$ cat config.mk
export PLATFORM = sky130hd
export DESIGN_NAME = irq_resolver
export DESIGN_NICKNAME = d
export VERILOG_FILES = /design/src/rtl/irq_pkg.sv /design/src/rtl/irq_pend.sv /design/src/rtl/irq_periph_arb.sv /design/src/rtl/irq_src_sel.sv /design/src/rtl/irq_resolver.sv
export SDC_FILE = /design/constraint.sdc
export NUM_CORES = 1
export LEC_CHECK = 0
export BUFFER_PORTS_ARGS = -buffer_cell sky130_fd_sc_hd__buf_2
export CORE_UTILIZATION = 35
export CTS_CLUSTER_SIZE = 28
export DETAILED_ROUTE_END_ITERATION = 6
export PLACE_DENSITY = 0.57
export SYNTH_ARGS = -nofsm -noshare
export SYNTH_HDL_FRONTEND = slang
export SYNTH_HIERARCHICAL = 1
export SYNTH_SLANG_ARGS = --single-unit
$ cat constraint.sdc
create_clock -name clk -period 25.1 [get_ports clk]
set_input_delay 5.02 -clock clk [delete_from_list [all_inputs] [get_ports clk]]
set_output_delay 5.02 -clock clk [all_outputs]
set_load 0.02 [all_outputs]
$ cat src/rtl/irq_pkg.sv
// Package: shared constants for the interrupt priority resolver.
// Assumes eight special sources numbered 0..7. Sources below NUM_FIXED_HI
// rank above all peripherals. Single-step and address-match rank below them.
package irq_pkg;
    localparam int NUM_SPEC     = 8;
    localparam int NUM_FIXED_HI = 6;
    localparam int SRC_SSTEP    = 6;
    localparam int SRC_AMATCH   = 7;
endpackage

$ cat src/rtl/irq_pend.sv
// Module: pending request store.
// Each bit is set by a request pulse and cleared by its clear line.
// When set and clear hit the same bit in the same cycle, set wins.
// Assumes that at most one clear bit is high per cycle.
module irq_pend #(
    parameter int W = 16
) (
    input  logic         clk,
    input  logic         rst_n,
    input  logic [W-1:0] set_i,
    input  logic [W-1:0] clr_i,
    output logic [W-1:0] pend_o
);
    logic [W-1:0] pend_q;

    // Keep every request until it is cleared; a new request overrides a clear.
    always_ff @(posedge clk) begin
        if (!rst_n) pend_q <= '0;
        else        pend_q <= (pend_q & ~clr_i) | set_i;
    end

    assign pend_o = pend_q;

    // a pending bit is dropped only by its own clear.
    a_r10_drop_only_on_clear: assert property (@(posedge clk) disable iff (!rst_n)
        ((($past(pend_q) & ~pend_q) & ~$past(clr_i)) == '0));

    // any request seen last cycle is pending now, even against a clear.
    a_r11_set_wins: assert property (@(posedge clk) disable iff (!rst_n)
        (($past(set_i) & ~pend_q) == '0));

    // at most one source is cleared per cycle.
    a_r10_clear_onehot: assert property (@(posedge clk) disable iff (!rst_n)
        $onehot0(clr_i));
endmodule

$ cat src/rtl/irq_periph_arb.sv
// Module: peripheral arbiter.
// A peripheral is eligible when it is pending, the global enable is set,
// and its level is above the processor level. Among eligible peripherals the
// highest level wins; on equal levels the lowest index wins.
// Purely combinational. Assumes LVL_W-bit levels packed k-major in lvl_i.
module irq_periph_arb #(
    parameter int NUM_PERIPH = 8,
    parameter int LVL_W      = 3,
    localparam int IDX_W     = (NUM_PERIPH > 1) ? $clog2(NUM_PERIPH) : 1
) (
    input  logic [NUM_PERIPH-1:0]       pend_i,
    input  logic [NUM_PERIPH*LVL_W-1:0] lvl_i,
    input  logic                        gie_i,
    input  logic [LVL_W-1:0]            ipl_i,
    output logic                        found_o,
    output logic [IDX_W-1:0]            idx_o,
    output logic [LVL_W-1:0]            lvl_o
);
    logic [NUM_PERIPH-1:0] elig;

    // One eligibility test per peripheral.
    for (genvar g = 0; g < NUM_PERIPH; g++) begin : g_elig
        assign elig[g] = pend_i[g] & gie_i & (lvl_i[g*LVL_W +: LVL_W] > ipl_i);
    end

    // Scan from index 0 upward; a strict compare keeps the lowest index on ties.
    always_comb begin
        found_o = 1'b0;
        idx_o   = '0;
        lvl_o   = '0;
        for (int k = 0; k < NUM_PERIPH; k++) begin
            if (elig[k] && (lvl_i[k*LVL_W +: LVL_W] > lvl_o)) begin
                found_o = 1'b1;
                idx_o   = IDX_W'(k);
                lvl_o   = lvl_i[k*LVL_W +: LVL_W];
            end
        end
    end
endmodule

$ cat src/rtl/irq_src_sel.sv
// Module: fixed-order final selector.
// It places the peripheral winner between the upper special group (sources
// 0..5) and the lower special group (single-step, then address-match).
// Specials report the all-ones level. Purely combinational.
module irq_src_sel
    import irq_pkg::*;
#(
    parameter int NUM_PERIPH = 8,
    parameter int LVL_W      = 3,
    parameter int SRC_W      = 4,
    parameter int IDX_W      = 3
) (
    input  logic [NUM_SPEC-1:0] spec_pend_i,
    input  logic                per_found_i,
    input  logic [IDX_W-1:0]    per_idx_i,
    input  logic [LVL_W-1:0]    per_lvl_i,
    output logic                any_o,
    output logic [SRC_W-1:0]    src_o,
    output logic [LVL_W-1:0]    lvl_o
);
    // Apply candidates from lowest to highest rank; later assignments override.
    always_comb begin
        any_o = 1'b0;
        src_o = '0;
        lvl_o = '0;
        if (spec_pend_i[SRC_AMATCH]) begin
            any_o = 1'b1;
            src_o = SRC_W'(SRC_AMATCH);
            lvl_o = '1;
        end
        if (spec_pend_i[SRC_SSTEP]) begin
            any_o = 1'b1;
            src_o = SRC_W'(SRC_SSTEP);
            lvl_o = '1;
        end
        if (per_found_i) begin
            any_o = 1'b1;
            src_o = SRC_W'(NUM_SPEC) + SRC_W'(per_idx_i);
            lvl_o = per_lvl_i;
        end
        for (int i = NUM_FIXED_HI - 1; i >= 0; i--) begin
            if (spec_pend_i[i]) begin
                any_o = 1'b1;
                src_o = SRC_W'(i);
                lvl_o = '1;
            end
        end
    end
endmodule

$ cat src/rtl/irq_resolver.sv
// Module: interrupt priority resolver, top level.
// It latches request pulses and resolves one winner at each sampling strobe.
// It issues a registered one-cycle grant and holds further grants until the
// acknowledge. Assumes configuration inputs are steady around a strobe.
module irq_resolver
    import irq_pkg::*;
#(
    parameter int NUM_PERIPH = 8,
    parameter int LVL_W      = 3,
    localparam int NSRC      = NUM_SPEC + NUM_PERIPH,
    localparam int SRC_W     = $clog2(NSRC),
    localparam int PIDX_W    = (NUM_PERIPH > 1) ? $clog2(NUM_PERIPH) : 1
) (
    input  logic                        clk,
    input  logic                        rst_n,
    input  logic                        sample_i,
    input  logic [NUM_SPEC-1:0]         spec_req_i,
    input  logic [NUM_PERIPH-1:0]       per_req_i,
    input  logic [NUM_PERIPH*LVL_W-1:0] per_lvl_i,
    input  logic                        gie_i,
    input  logic [LVL_W-1:0]            cpu_ipl_i,
    input  logic                        ack_i,
    output logic                        grant_valid_o,
    output logic [SRC_W-1:0]            grant_src_o,
    output logic [LVL_W-1:0]            grant_lvl_o
);
    logic [NSRC-1:0]   pend;
    logic [NSRC-1:0]   clr_vec;
    logic              per_found;
    logic [PIDX_W-1:0] per_idx;
    logic [LVL_W-1:0]  per_lvl;
    logic              sel_any;
    logic [SRC_W-1:0]  sel_src;
    logic [LVL_W-1:0]  sel_lvl;
    logic              fire;
    logic              ack_take;
    logic              busy_q;
    logic              valid_q;
    logic [SRC_W-1:0]  src_q;
    logic [LVL_W-1:0]  lvl_q;
    logic              sel_was_pend;

    irq_pend #(.W(NSRC)) u_pend (
        .clk    (clk),
        .rst_n  (rst_n),
        .set_i  ({per_req_i, spec_req_i}),
        .clr_i  (clr_vec),
        .pend_o (pend)
    );

    irq_periph_arb #(.NUM_PERIPH(NUM_PERIPH), .LVL_W(LVL_W)) u_arb (
        .pend_i  (pend[NSRC-1:NUM_SPEC]),
        .lvl_i   (per_lvl_i),
        .gie_i   (gie_i),
        .ipl_i   (cpu_ipl_i),
        .found_o (per_found),
        .idx_o   (per_idx),
        .lvl_o   (per_lvl)
    );

    irq_src_sel #(
        .NUM_PERIPH (NUM_PERIPH),
        .LVL_W      (LVL_W),
        .SRC_W      (SRC_W),
        .IDX_W      (PIDX_W)
    ) u_sel (
        .spec_pend_i (pend[NUM_SPEC-1:0]),
        .per_found_i (per_found),
        .per_idx_i   (per_idx),
        .per_lvl_i   (per_lvl),
        .any_o       (sel_any),
        .src_o       (sel_src),
        .lvl_o       (sel_lvl)
    );

    // Decide when to grant and when an acknowledge is honoured.
    always_comb begin
        fire     = sample_i & ~busy_q & sel_any;
        ack_take = ack_i & busy_q;
        clr_vec  = ack_take ? ({{(NSRC-1){1'b0}}, 1'b1} << src_q) : '0;
    end

    // Grant register and outstanding flag.
    always_ff @(posedge clk) begin
        if (!rst_n) begin
            valid_q <= 1'b0;
            busy_q  <= 1'b0;
            src_q   <= '0;
            lvl_q   <= '0;
        end else begin
            valid_q <= fire;
            if (fire) begin
                busy_q <= 1'b1;
                src_q  <= sel_src;
                lvl_q  <= sel_lvl;
            end else if (ack_take) begin
                busy_q <= 1'b0;
            end
        end
    end

    assign grant_valid_o = valid_q;
    assign grant_src_o   = src_q;
    assign grant_lvl_o   = lvl_q;
    assign sel_was_pend  = pend[sel_src];

    // a grant follows a strobe cycle.
    a_r3_after_strobe: assert property (@(posedge clk) disable iff (!rst_n)
        grant_valid_o |-> $past(sample_i));

    // the grant strobe lasts one cycle.
    a_r3_one_cycle: assert property (@(posedge clk) disable iff (!rst_n)
        grant_valid_o |=> !grant_valid_o);

    // the granted source was pending when it was chosen.
    a_r2_winner_pending: assert property (@(posedge clk) disable iff (!rst_n)
        grant_valid_o |-> $past(sel_was_pend));

    // a peripheral grant respects the enable and the processor level.
    a_r7_periph_masked: assert property (@(posedge clk) disable iff (!rst_n)
        (grant_valid_o && (grant_src_o >= SRC_W'(NUM_SPEC)))
            |-> ($past(gie_i) && (grant_lvl_o > $past(cpu_ipl_i))));

    // no grant while an earlier one is unacknowledged.
    a_r10_no_grant_busy: assert property (@(posedge clk) disable iff (!rst_n)
        grant_valid_o |-> !$past(busy_q));

    // a special winner reports the all-ones level.
    a_r9_special_level: assert property (@(posedge clk) disable iff (!rst_n)
        (grant_valid_o && (grant_src_o < SRC_W'(NUM_SPEC))) |-> (grant_lvl_o == '1));
endmodule

Word-level counts from Yosys, hierarchy flattened
Index checks and enable logic that the tools add are counted.

Reductions and logical operators: 9. Shifts and indexed selects: 1. Order comparisons: 16. Mux-type cells: 53. Add/sub/neg operators: 1. Bitwise logic cells: 23.

Operator list (number): 3-bit two-way mux (23); 3-bit greater-than comparator (15); 4-bit two-way mux (7); 1-bit two-way mux (20); 1-bit AND (19); 16-bit AND (1); 16-bit two-way mux (1); 16-bit inverter (1); 16-bit OR (1); 1-bit by 4-bit << shifter with 16-bit output, first input constant (1); 1-bit logical AND (8); 4-bit by 3-bit adder with 4-bit output, first input constant (1); 2-bit two-way mux (2); 3-bit by 1-bit greater-than comparator with 1-bit output, second input constant (1); 2-bit nonzero test (1); 1-bit inverter (1).

Bits of input ports: 48. Register bits after elaboration: 25. Logic and storage cells: 108. Output and inout bits: 8.

Depth between registers and ports, before layout
Gate-level depths: netlist of the first run.

Word-level depth: 34. Mapped depth: 59. Mapped depth without buffers: 57.

Modules after synthesis
The synthesis of the first run kept the hierarchy.

Modules (own cells, without submodules): irq_periph_arb (times used 1, area each 1557.7 sq um, sequential area each 0.0 sq um, cells each 207); irq_pend (times used 1, area each 571.8 sq um, sequential area each 320.3 sq um, cells each 50); irq_resolver (times used 1, area each 473.0 sq um, sequential area each 180.2 sq um, cells each 61); irq_src_sel (times used 1, area each 152.6 sq um, sequential area each 0.0 sq um, cells each 25).

Worst setup path before layout of the first run
No wires, ideal clock.

Path kind: input port to flip-flop. Start: input cpu_ipl_i[2]. End: register src_q[1], in the netlist grant_src_o[1]. Setup time: 119 ps. Setup slack: 9767 ps. Buffers on the path: 2. Data required time: 24981 ps. Cell stages on the path: 54. Arrival: 15214 ps. Cell sequence: inv_1 ha_1 and3_1 a211oi_4 nand2_1 ha_1 nand3b_1 a22oi_1 nand3_1 and2_1 ha_1 a21oi_1 a22o_1 or2_0 clkbuf_1 mux2_2 ha_1 nand3_1 (+18 left out) or2_1 ha_1 a21oi_1 maj3_1 nand2_1 o221a_1 a21oi_1 ha_1 nor2b_1 o21a_1 o221ai_1 nand2_1 or4_4 or3_1 a311oi_1 nor3_1 nand2_1 mux2i_1.

Elaborated cells on any way between the ends: 69. Classes of those cells: add/sub (1); order compare (15); mux (36); bitwise (9); reduce/logical (8).

RTL lines: start: declaration (line irq_resolver.sv:21) `input logic [LVL_W-1:0] cpu_ipl_i,`; 3-bit greater-than comparator (line irq_periph_arb.sv:23) `assign elig[g] = pend_i[g] & gie_i & (lvl_i[g*LVL_W +: LVL_W] > ipl_i);`; 1-bit AND (line irq_periph_arb.sv:23); 1-bit logical AND (line irq_periph_arb.sv:32) `if (elig[k] && (lvl_i[k*LVL_W +: LVL_W] > lvl_o)) begin`; 3-bit two-way mux (line irq_periph_arb.sv:32); 3-bit greater-than comparator (line irq_periph_arb.sv:32); 1-bit logical AND (line irq_periph_arb.sv:32); 3-bit two-way mux (line irq_periph_arb.sv:32); 3-bit greater-than comparator (line irq_periph_arb.sv:32); (+13 left out); 3-bit two-way mux (line irq_periph_arb.sv:32); 3-bit greater-than comparator (line irq_periph_arb.sv:32); 1-bit logical AND (line irq_periph_arb.sv:32); 1-bit two-way mux * (line irq_periph_arb.sv:32); via per_found (line irq_resolver.sv:29) `logic per_found;`; 4-bit two-way mux * (line irq_src_sel.sv:36) `if (per_found_i) begin`; 4-bit two-way mux * (6 in a row) (line irq_src_sel.sv:42) `if (spec_pend_i[i]) begin`; via sel_src[1] (line irq_resolver.sv:33) `logic [SRC_W-1:0] sel_src;`; end signal: assignment (line irq_resolver.sv:94) `src_q <= sel_src;`; end: declaration (line irq_resolver.sv:39) `logic [SRC_W-1:0] src_q;`.

The timed path passes the listed nets; every way through them passes the cells marked *. A chain may end at the register's enable or synchronous reset.

Worst setup path in the final report of the first run
Same ends and word-level chain as after synthesis.

==> run_results.csv, run 1 <==
group,metric,value,unit
outcome,status,"finished, final reports clean",
placed_design,gp_congestion,0.8759,
sta,fin_ws,8.532,ns
layout,layout-drive-gt1-share,18.37,%
worst_setup_path,crit_fanout,9,
global_route,grt-ovfl-total,0,
global_route,grt_max_degree,33,
routing,wl,7.005,mm
floorplanning,core,7447,um2
worst_setup_path,slowest_delay,0.55,ns
layout,syn_to_final_growth,13.08,%
floorplanning,ios,56,
yosys,synthArstFlopShare,0,%
routing,antenna_left,0,
routing,via_per_inst,5.244,
worst_setup_path,r2r_cells,52,
clocking,cts_tree,"done",
sta,finalCritPeriodShare,66.01,%
clocking,cts_resized,0,
yosys,synth_top_cell_by_area,"dfxtp_1",
yosys,synth_compound_area_share,25.20,%
power_and_ir_drop,power_density,38.33,nW/um2
floorplanning,start_util,37.00,%
floorplanning,die_h,90.73,um
worst_setup_path,reg2reg_to,"grant_src_o[1]",
min_path,hp-class,"flop to flop",
yosys,synth_nets,431,
yosys,yosys.area_share.simple,27.34,%
worst_setup_path,path_buf_inv,3,
sta,setup_violations,0,
floorplanning,chipWidth,90.73,um
yosys,yosys_warnings,6,
sta,skew,0.01082,ns
worst_setup_path,startpoint_type,"input pin",
job,drv_cap,0,
worst_setup_path,r2r-start,"u_pend/pend_o[8]",
sta,period_needed,16.57,ns
clocking,clkSlewWorstSetupHoldPaths,0.09,ns
clocking,clk_path_buf_depth,2,
routing,drc_errors,0,
yosys,muxShareOfSynthArea,4.859,%
routing,dr.pass1.iters,4,
min_path,hold_end,"grant_lvl_o[1]",
yosys,synthAdderAreaFrac,18.53,%
yosys,synth-seq-cells,25,
yosys,synth_area_leaders,"dfxtp_1 (18%), ha_1 (18%), o21a_1 (5.7%)",
yosys,synthFlopType,"dfxtp_1",
placed_design,place_ws,8.288,ns
placed_design,port_buffers,55,
global_route,grtUsageTotal,17.60,%
floorplanning,rows,31,
routing,drt-wirelength-per-cell,14.27,um
sta,hold_viol,0,
yosys,syn-cell-area,2755,um2
yosys,synth_cell_types,65,
worst_setup_path,endpoint_kind,"flop",
sta,slew_headroom,57.28,%
worst_setup_path,crit_top_cell,"ha_1",
clocking,hold_buffers,0,
layout,layout_commonest_cell,"buf_2",
power_and_ir_drop,p_leak,0.001415,uW
yosys,seq_area_frac_synth,18.17,%
global_route,grt_pass1_wl,11.87,mm
sta,rsz0062_at_grt,"no",
clocking,post_cts_buffers,0,
layout,final_cell_mix,"buf_2 (55), ha_1 (40), nand2_1 (33)",
min_path,hp-start,"grant_lvl_o[1]",
clocking,root_buffer,"clkbuf_8",
worst_setup_path,crit_family,"compound AO/OA/AOI/OAI gates",
global_route,grt_pass1_vias,2536,
layout,nets,481,
yosys,syn_inst,343,
sta,slew_violations,0,
clocking,cts_buffers,3,
sta,holdWs,0.4600,ns
clocking,cts_sinks,25,
placed_design,dp_hpwl,5.698,mm
power_and_ir_drop,ir_drop,0.00001868,V
placed_design,place_inst,487,
clocking,h-tree-depth,1,
yosys,synth_xor_area_share,0,%
routing,dr_total_vias,2575,
worst_setup_path,r2r_slack,13.76,ns
min_path,holdPathStages,2,
sta,finalSetupTns,0,ns
layout,fin_cells,491,
yosys,synthDominantCellAreaShare,18.17,%
clocking,clk_latency,0.28,ns
sta,fmax,0.06036,GHz
floorplanning,dieArea,8231,um2
yosys,synth_edf_count,0,
worst_setup_path,crit_type,"input pin to flop",
worst_setup_path,worstPathRequired,25.26,ns
worst_setup_path,slowest_stage,"or4_4",
routing,initialDrtViolationCount,77,
yosys,syn_area_per_cell,8.032,um2
sta,max_slew.worst_pin.slew,0.6409,ns
layout,antenna_cells,0,
yosys,synth_top_family_by_area,"simple AND/OR/NAND/NOR gates",
worst_setup_path,critical_path_arrival,16.73,ns
global_route,antenna_found_initial,0,
## worst min-delay path: cells and delay by family (launching register included)
family	cells	cell delay, ns
flops	1	0.32
mux	1	0.05
simple gates	1	0.05
## worst max path at each step
stage | start | to | slack [ns] | cells after the start
5_1_grt | cpu_ipl_i[2] | grant_src_o[1] | 7.64 | 54
3_3_place_gp | cpu_ipl_i[2] | grant_src_o[1] | 8.51 | 55
2_1_floorplan | cpu_ipl_i[2] | grant_src_o[1] | 9.77 | 54
4_1_cts | cpu_ipl_i[2] | grant_src_o[1] | 8.57 | 55
6_report | cpu_ipl_i[2] | grant_src_o[1] | 8.53 | 55
3_5_place_dp | cpu_ipl_i[2] | grant_src_o[1] | 8.29 | 55
## power breakdown
group | internal (uW) | switching, uW
Combinational | 22.1 | 27.2
Clock | 11.4 | 13.0
Sequential | 42.7 | 3.05
## layer usage
metal | global-route usage (%) | vias up | share of wire, %
met3 | 2.441 | 5 | 3.4
met5 | 0 | - | 0
met1 | 24.78 | 1166 | 52
met2 | 29.10 | 42 | 44
li1 | - | 1362 | -
met4 | 2.016 | 0 | 0.54
## registers in the layout, summed over array words and instances (netlist names)
name and flops:
grant_valid_o 1, u_pend/pend_o 16, busy_q 1, grant_lvl_o 3
grant_src_o 4
## layout make-up
cell class	instances	area, um2
clock buffer	4	45.04
fill	808	4332
inverter	21	78.83
multi-input combinational	287	2092
sequential	25	500.5
tap	99	123.9
timing repair buffer	55	275.3
## Yosys cell counts, types with 3 or more instances
cell type / count
ha_1: 40
nand2_1: 33
dfxtp_1: 25
a21oi_1: 22
inv_1: 21
nor2_1: 21
o21a_1: 21
nor2b_1: 20
nand3_1: 16
mux2i_1: 10
nor3_1: 9
o21ai_0: 8
nand3b_1: 7
and2_1: 5
a311oi_1: 4
a31oi_1: 4
a21o_1: 3
a22o_1: 3
a22oi_1: 3
and3_1: 3
buf_6: 3
mux2_2: 3
nand2b_1: 3
nand4_1: 3
## through the flow
step           util (%)  area (um2)  total power [uW]
2_1_floorplan         -        2755             82.37
3_3_place_gp      41.23        3070             95.10
3_5_place_dp      41.23        3070             95.87
4_1_cts           41.83        3115             120.8
5_1_grt           41.83        3115             129.5
6_report          41.83        3115             119.4
## kinds of logic after synthesis
group / count (synthesis)
flip-flops: 25
AO/OA/AOI/OAI: 95
buffers and inverters: 31
multiplexers: 13
adder cells (fa/ha/maj): 41
AND/OR/NAND/NOR: 138
No activity file was read; power rests on OpenSTA's default activity.
==> inputs of run 2 (changes only) <==
--- a/config.mk
+++ b/config.mk
@@ -5,11 +5,12 @@
 export SDC_FILE = /design/constraint.sdc
 export NUM_CORES = 1
 export LEC_CHECK = 0
+export ABC_AREA = 1
 export BUFFER_PORTS_ARGS = -buffer_cell sky130_fd_sc_hd__buf_2
 export CORE_UTILIZATION = 35
 export CTS_CLUSTER_SIZE = 28
 export DETAILED_ROUTE_END_ITERATION = 6
-export PLACE_DENSITY = 0.57
+export PLACE_DENSITY = 0.59
 export SYNTH_ARGS = -nofsm -noshare
 export SYNTH_HDL_FRONTEND = slang
 export SYNTH_HIERARCHICAL = 1
==> constraint.sdc (replaced) <==
create_clock -name clk -period 14.95 [get_ports clk]
set_input_delay 2.99 -clock clk [delete_from_list [all_inputs] [get_ports clk]]
set_output_delay 2.99 -clock clk [all_outputs]
set_load 0.02 [all_outputs]
==> run 2 against run 1 <==
Net effect: cell area grew 7.8%; sequential share of layout area shrank 1.2 points; sequential power grew 67%; worst setup slack lost 5.9 ns; critical path depth grew 11; total power grew 78%; die area grew 6.8%; sequential cell count is the same; non-clock buffer count is the same; via count grew 11%; critical path type unchanged.
==> run_results.csv, run 2 <==
group,metric,value,unit
yosys,synth_area_leaders,"dfxtp_1 (17%), ha_1 (17%), nand2_1 (11%)",
worst_setup_path,slowest_delay,0.36,ns
routing,wl,7.016,mm
clocking,h-tree-depth,1,
global_route,grt_max_degree,17,
global_route,grt_pass1_vias,2755,
sta,hold_viol,0,
yosys,syn_area_per_cell,6.700,um2
placed_design,place_ws,2.367,ns
placed_design,dp_hpwl,5.922,mm
job,drv_cap,0,
clocking,clkSlewWorstSetupHoldPaths,0.09,ns
sta,fin_ws,2.608,ns
clocking,root_buffer,"clkbuf_8",
sta,setup_violations,0,
layout,finalCoreUtilization,41.08,%
worst_setup_path,crit_end,"grant_src_o[1]",
clocking,clk_path_buf_depth,2,
yosys,syn_inst,440,
clocking,clk_latency,0.27,ns
sta,slew_headroom,71.22,%
layout,layout_commonest_cell,"nand2_1",
worst_setup_path,startpoint_type,"input pin",
sta,max_slew.worst_pin.slew,0.4302,ns
worst_setup_path,worstPathRequired,15.12,ns
worst_setup_path,r2r_cells,64,
clocking,post_cts_buffers,0,
worst_setup_path,reg2reg_to,"grant_src_o[1]",
yosys,synth_nets,528,
routing,drc_errors,0,
yosys,yosys_warnings,6,
placed_design,placed_area,3313,um2
clocking,cts_buffers,3,
routing,antenna_left,0,
global_route,grt_pass1_wl,12.05,mm
yosys,synthFlopType,"dfxtp_1",
floorplanning,start_util,36.06,%
yosys,seq_area_frac_synth,16.98,%
outcome,status,"finished, final reports clean",
floorplanning,core,8175,um2
sta,period_needed,12.34,ns
power_and_ir_drop,power_density,63.42,nW/um2
placed_design,port_buffers,55,
floorplanning,chipWidth,93.78,um
yosys,synth-seq-cells,25,
sta,rsz0062_at_grt,"no",
yosys,synth_top_cell_by_area,"dfxtp_1",
layout,largest_reg_flops,16,
worst_setup_path,slowest_stage,"nor2_1",
clocking,cts_tree,"done",
floorplanning,dieArea,8794,um2
yosys,synth_cell_types,36,
sta,finalCritPeriodShare,82.56,%
sta,skew,0.004022,ns
min_path,hp-class,"flop to flop",
sta,fmax,0.08102,GHz
routing,dr.pass1.iters,4,
clocking,cts_resized,0,
layout,layout-drive-gt1-share,25.45,%
floorplanning,die_h,93.78,um
clocking,cts_sinks,25,
worst_setup_path,startpoint,"cpu_ipl_i[1]",
sta,slew_violations,0,
routing,via_per_inst,4.782,
yosys,synthArstFlopShare,0,%
routing,dr_total_vias,2869,
floorplanning,ios,56,
yosys,synthDominantCellAreaShare,16.98,%
routing,initialDrtViolationCount,84,
yosys,yosysMostFrequentCell,"nand2_1",
global_route,grt-ovfl-total,0,
worst_setup_path,r2r-start,"u_pend/pend_o[8]",
yosys,syn-cell-area,2948,um2
worst_setup_path,endpoint_kind,"flop",
global_route,grtUsageTotal,16.90,%
layout,stdcell_area,3358,um2
clocking,hold_buffers,0,
layout,antenna_cells,0,
power_and_ir_drop,ir_drop,0.00004737,V
yosys,synth_edf_count,0,
power_and_ir_drop,p_leak,0.001762,uW
worst_setup_path,crit_fanout,15,
routing,drt-wirelength-per-cell,11.69,um
yosys,synth_common_cells,"nand2_1 (90), inv_1 (79), nor2_1 (42)",
global_route,antenna_found_initial,0,
layout,syn_to_final_growth,13.92,%
worst_setup_path,crit_type,"input pin to flop",
worst_setup_path,critical_path_arrival,12.51,ns
floorplanning,rows,33,
worst_setup_path,crit_top_cell,"nand2_1",
layout,nets,584,
worst_setup_path,r2r_slack,5.71,ns
placed_design,gp_congestion,0.8841,
layout,final_cell_mix,"nand2_1 (90), inv_1 (79), buf_2 (55)",
sta,finalSetupTns,0,ns
run 2: cell count changes in the layout (fill, tap and decap cells not counted), sizes merged, moves of 4 or more:
cell,change
o21a,-20
o21ai,+7
nand3,+33
nand3b,-4
inv,+66
a21oi,+12
nor2b,-20
nor3,-7
nor2,+25
nand2,+72
mux2i,-10
run 2: cell type report:
cell class	count	area, um2
clock buffer	4	45.04
multi-input combinational	323	2074
timing repair buffer	55	275.3
inverter	88	331.6
fill	910	4817
sequential	25	500.5
tap	105	131.4
run 2: cells by family (layout without fill, tap and decap cells):
family / count (synthesis) / after routing / synth area share (%)
simple gates: 221 / 221 / 39.81
buf+inv: 92 / 147 / 12.65
compound gates: 62 / 62 / 13.58
flops: 25 / 25 / 16.98
fa+ha+maj: 40 / 40 / 16.98
run 2: worst min path at each step:
stage	startpoint	cells past startpoint	end
after floorplan	u_pend/pend_o[12]	2	u_pend/pend_o[12]
final	u_pend/pend_o[13]	2	u_pend/pend_o[13]
after CTS	u_pend/pend_o[13]	2	u_pend/pend_o[13]
after global placement	u_pend/pend_o[12]	2	u_pend/pend_o[12]
after global routing	u_pend/pend_o[15]	2	u_pend/pend_o[15]
after detailed placement	u_pend/pend_o[13]	2	u_pend/pend_o[13]
run 2: critical path: cells and delay by family:
family / cells / cell delay [ns]
AO/OA/AOI/OAI: 9 / 1.71
buffers and inverters: 9 / 1.07
adder cells (fa/ha/maj): 8 / 2.31
AND/OR/NAND/NOR: 40 / 4.45
run 2: layer usage:
metal  GRT usage, %  up-vias  part of all wire [%]
met2          29.26       55                    46
met3          1.699        8                   3.8
met5              0        -                     0
li1               -     1531                     -
met4          3.846        0                   1.3
met1          22.42     1275                    49
run 2: power breakdown:
part / switching (uW) / internal, uW / total [uW]
combinational: 59.8 / 35.9 / 95.8
sequential: 4.76 / 71.9 / 76.7
clock: 21.5 / 19.0 / 40.5
total: 86.0 / 127 / 213
run 2: metrics by stage:
step / std cells / hold slack [ns] / total power, uW
floorplan: 440 / 0.4388 / 149.2
global placement: 596 / 0.4472 / 170.7
detailed placement: 596 / 0.4588 / 173.7
CTS: 600 / 0.4726 / 215.0
global route: 600 / 0.4982 / 232.9
finish: 600 / 0.4646 / 213.0
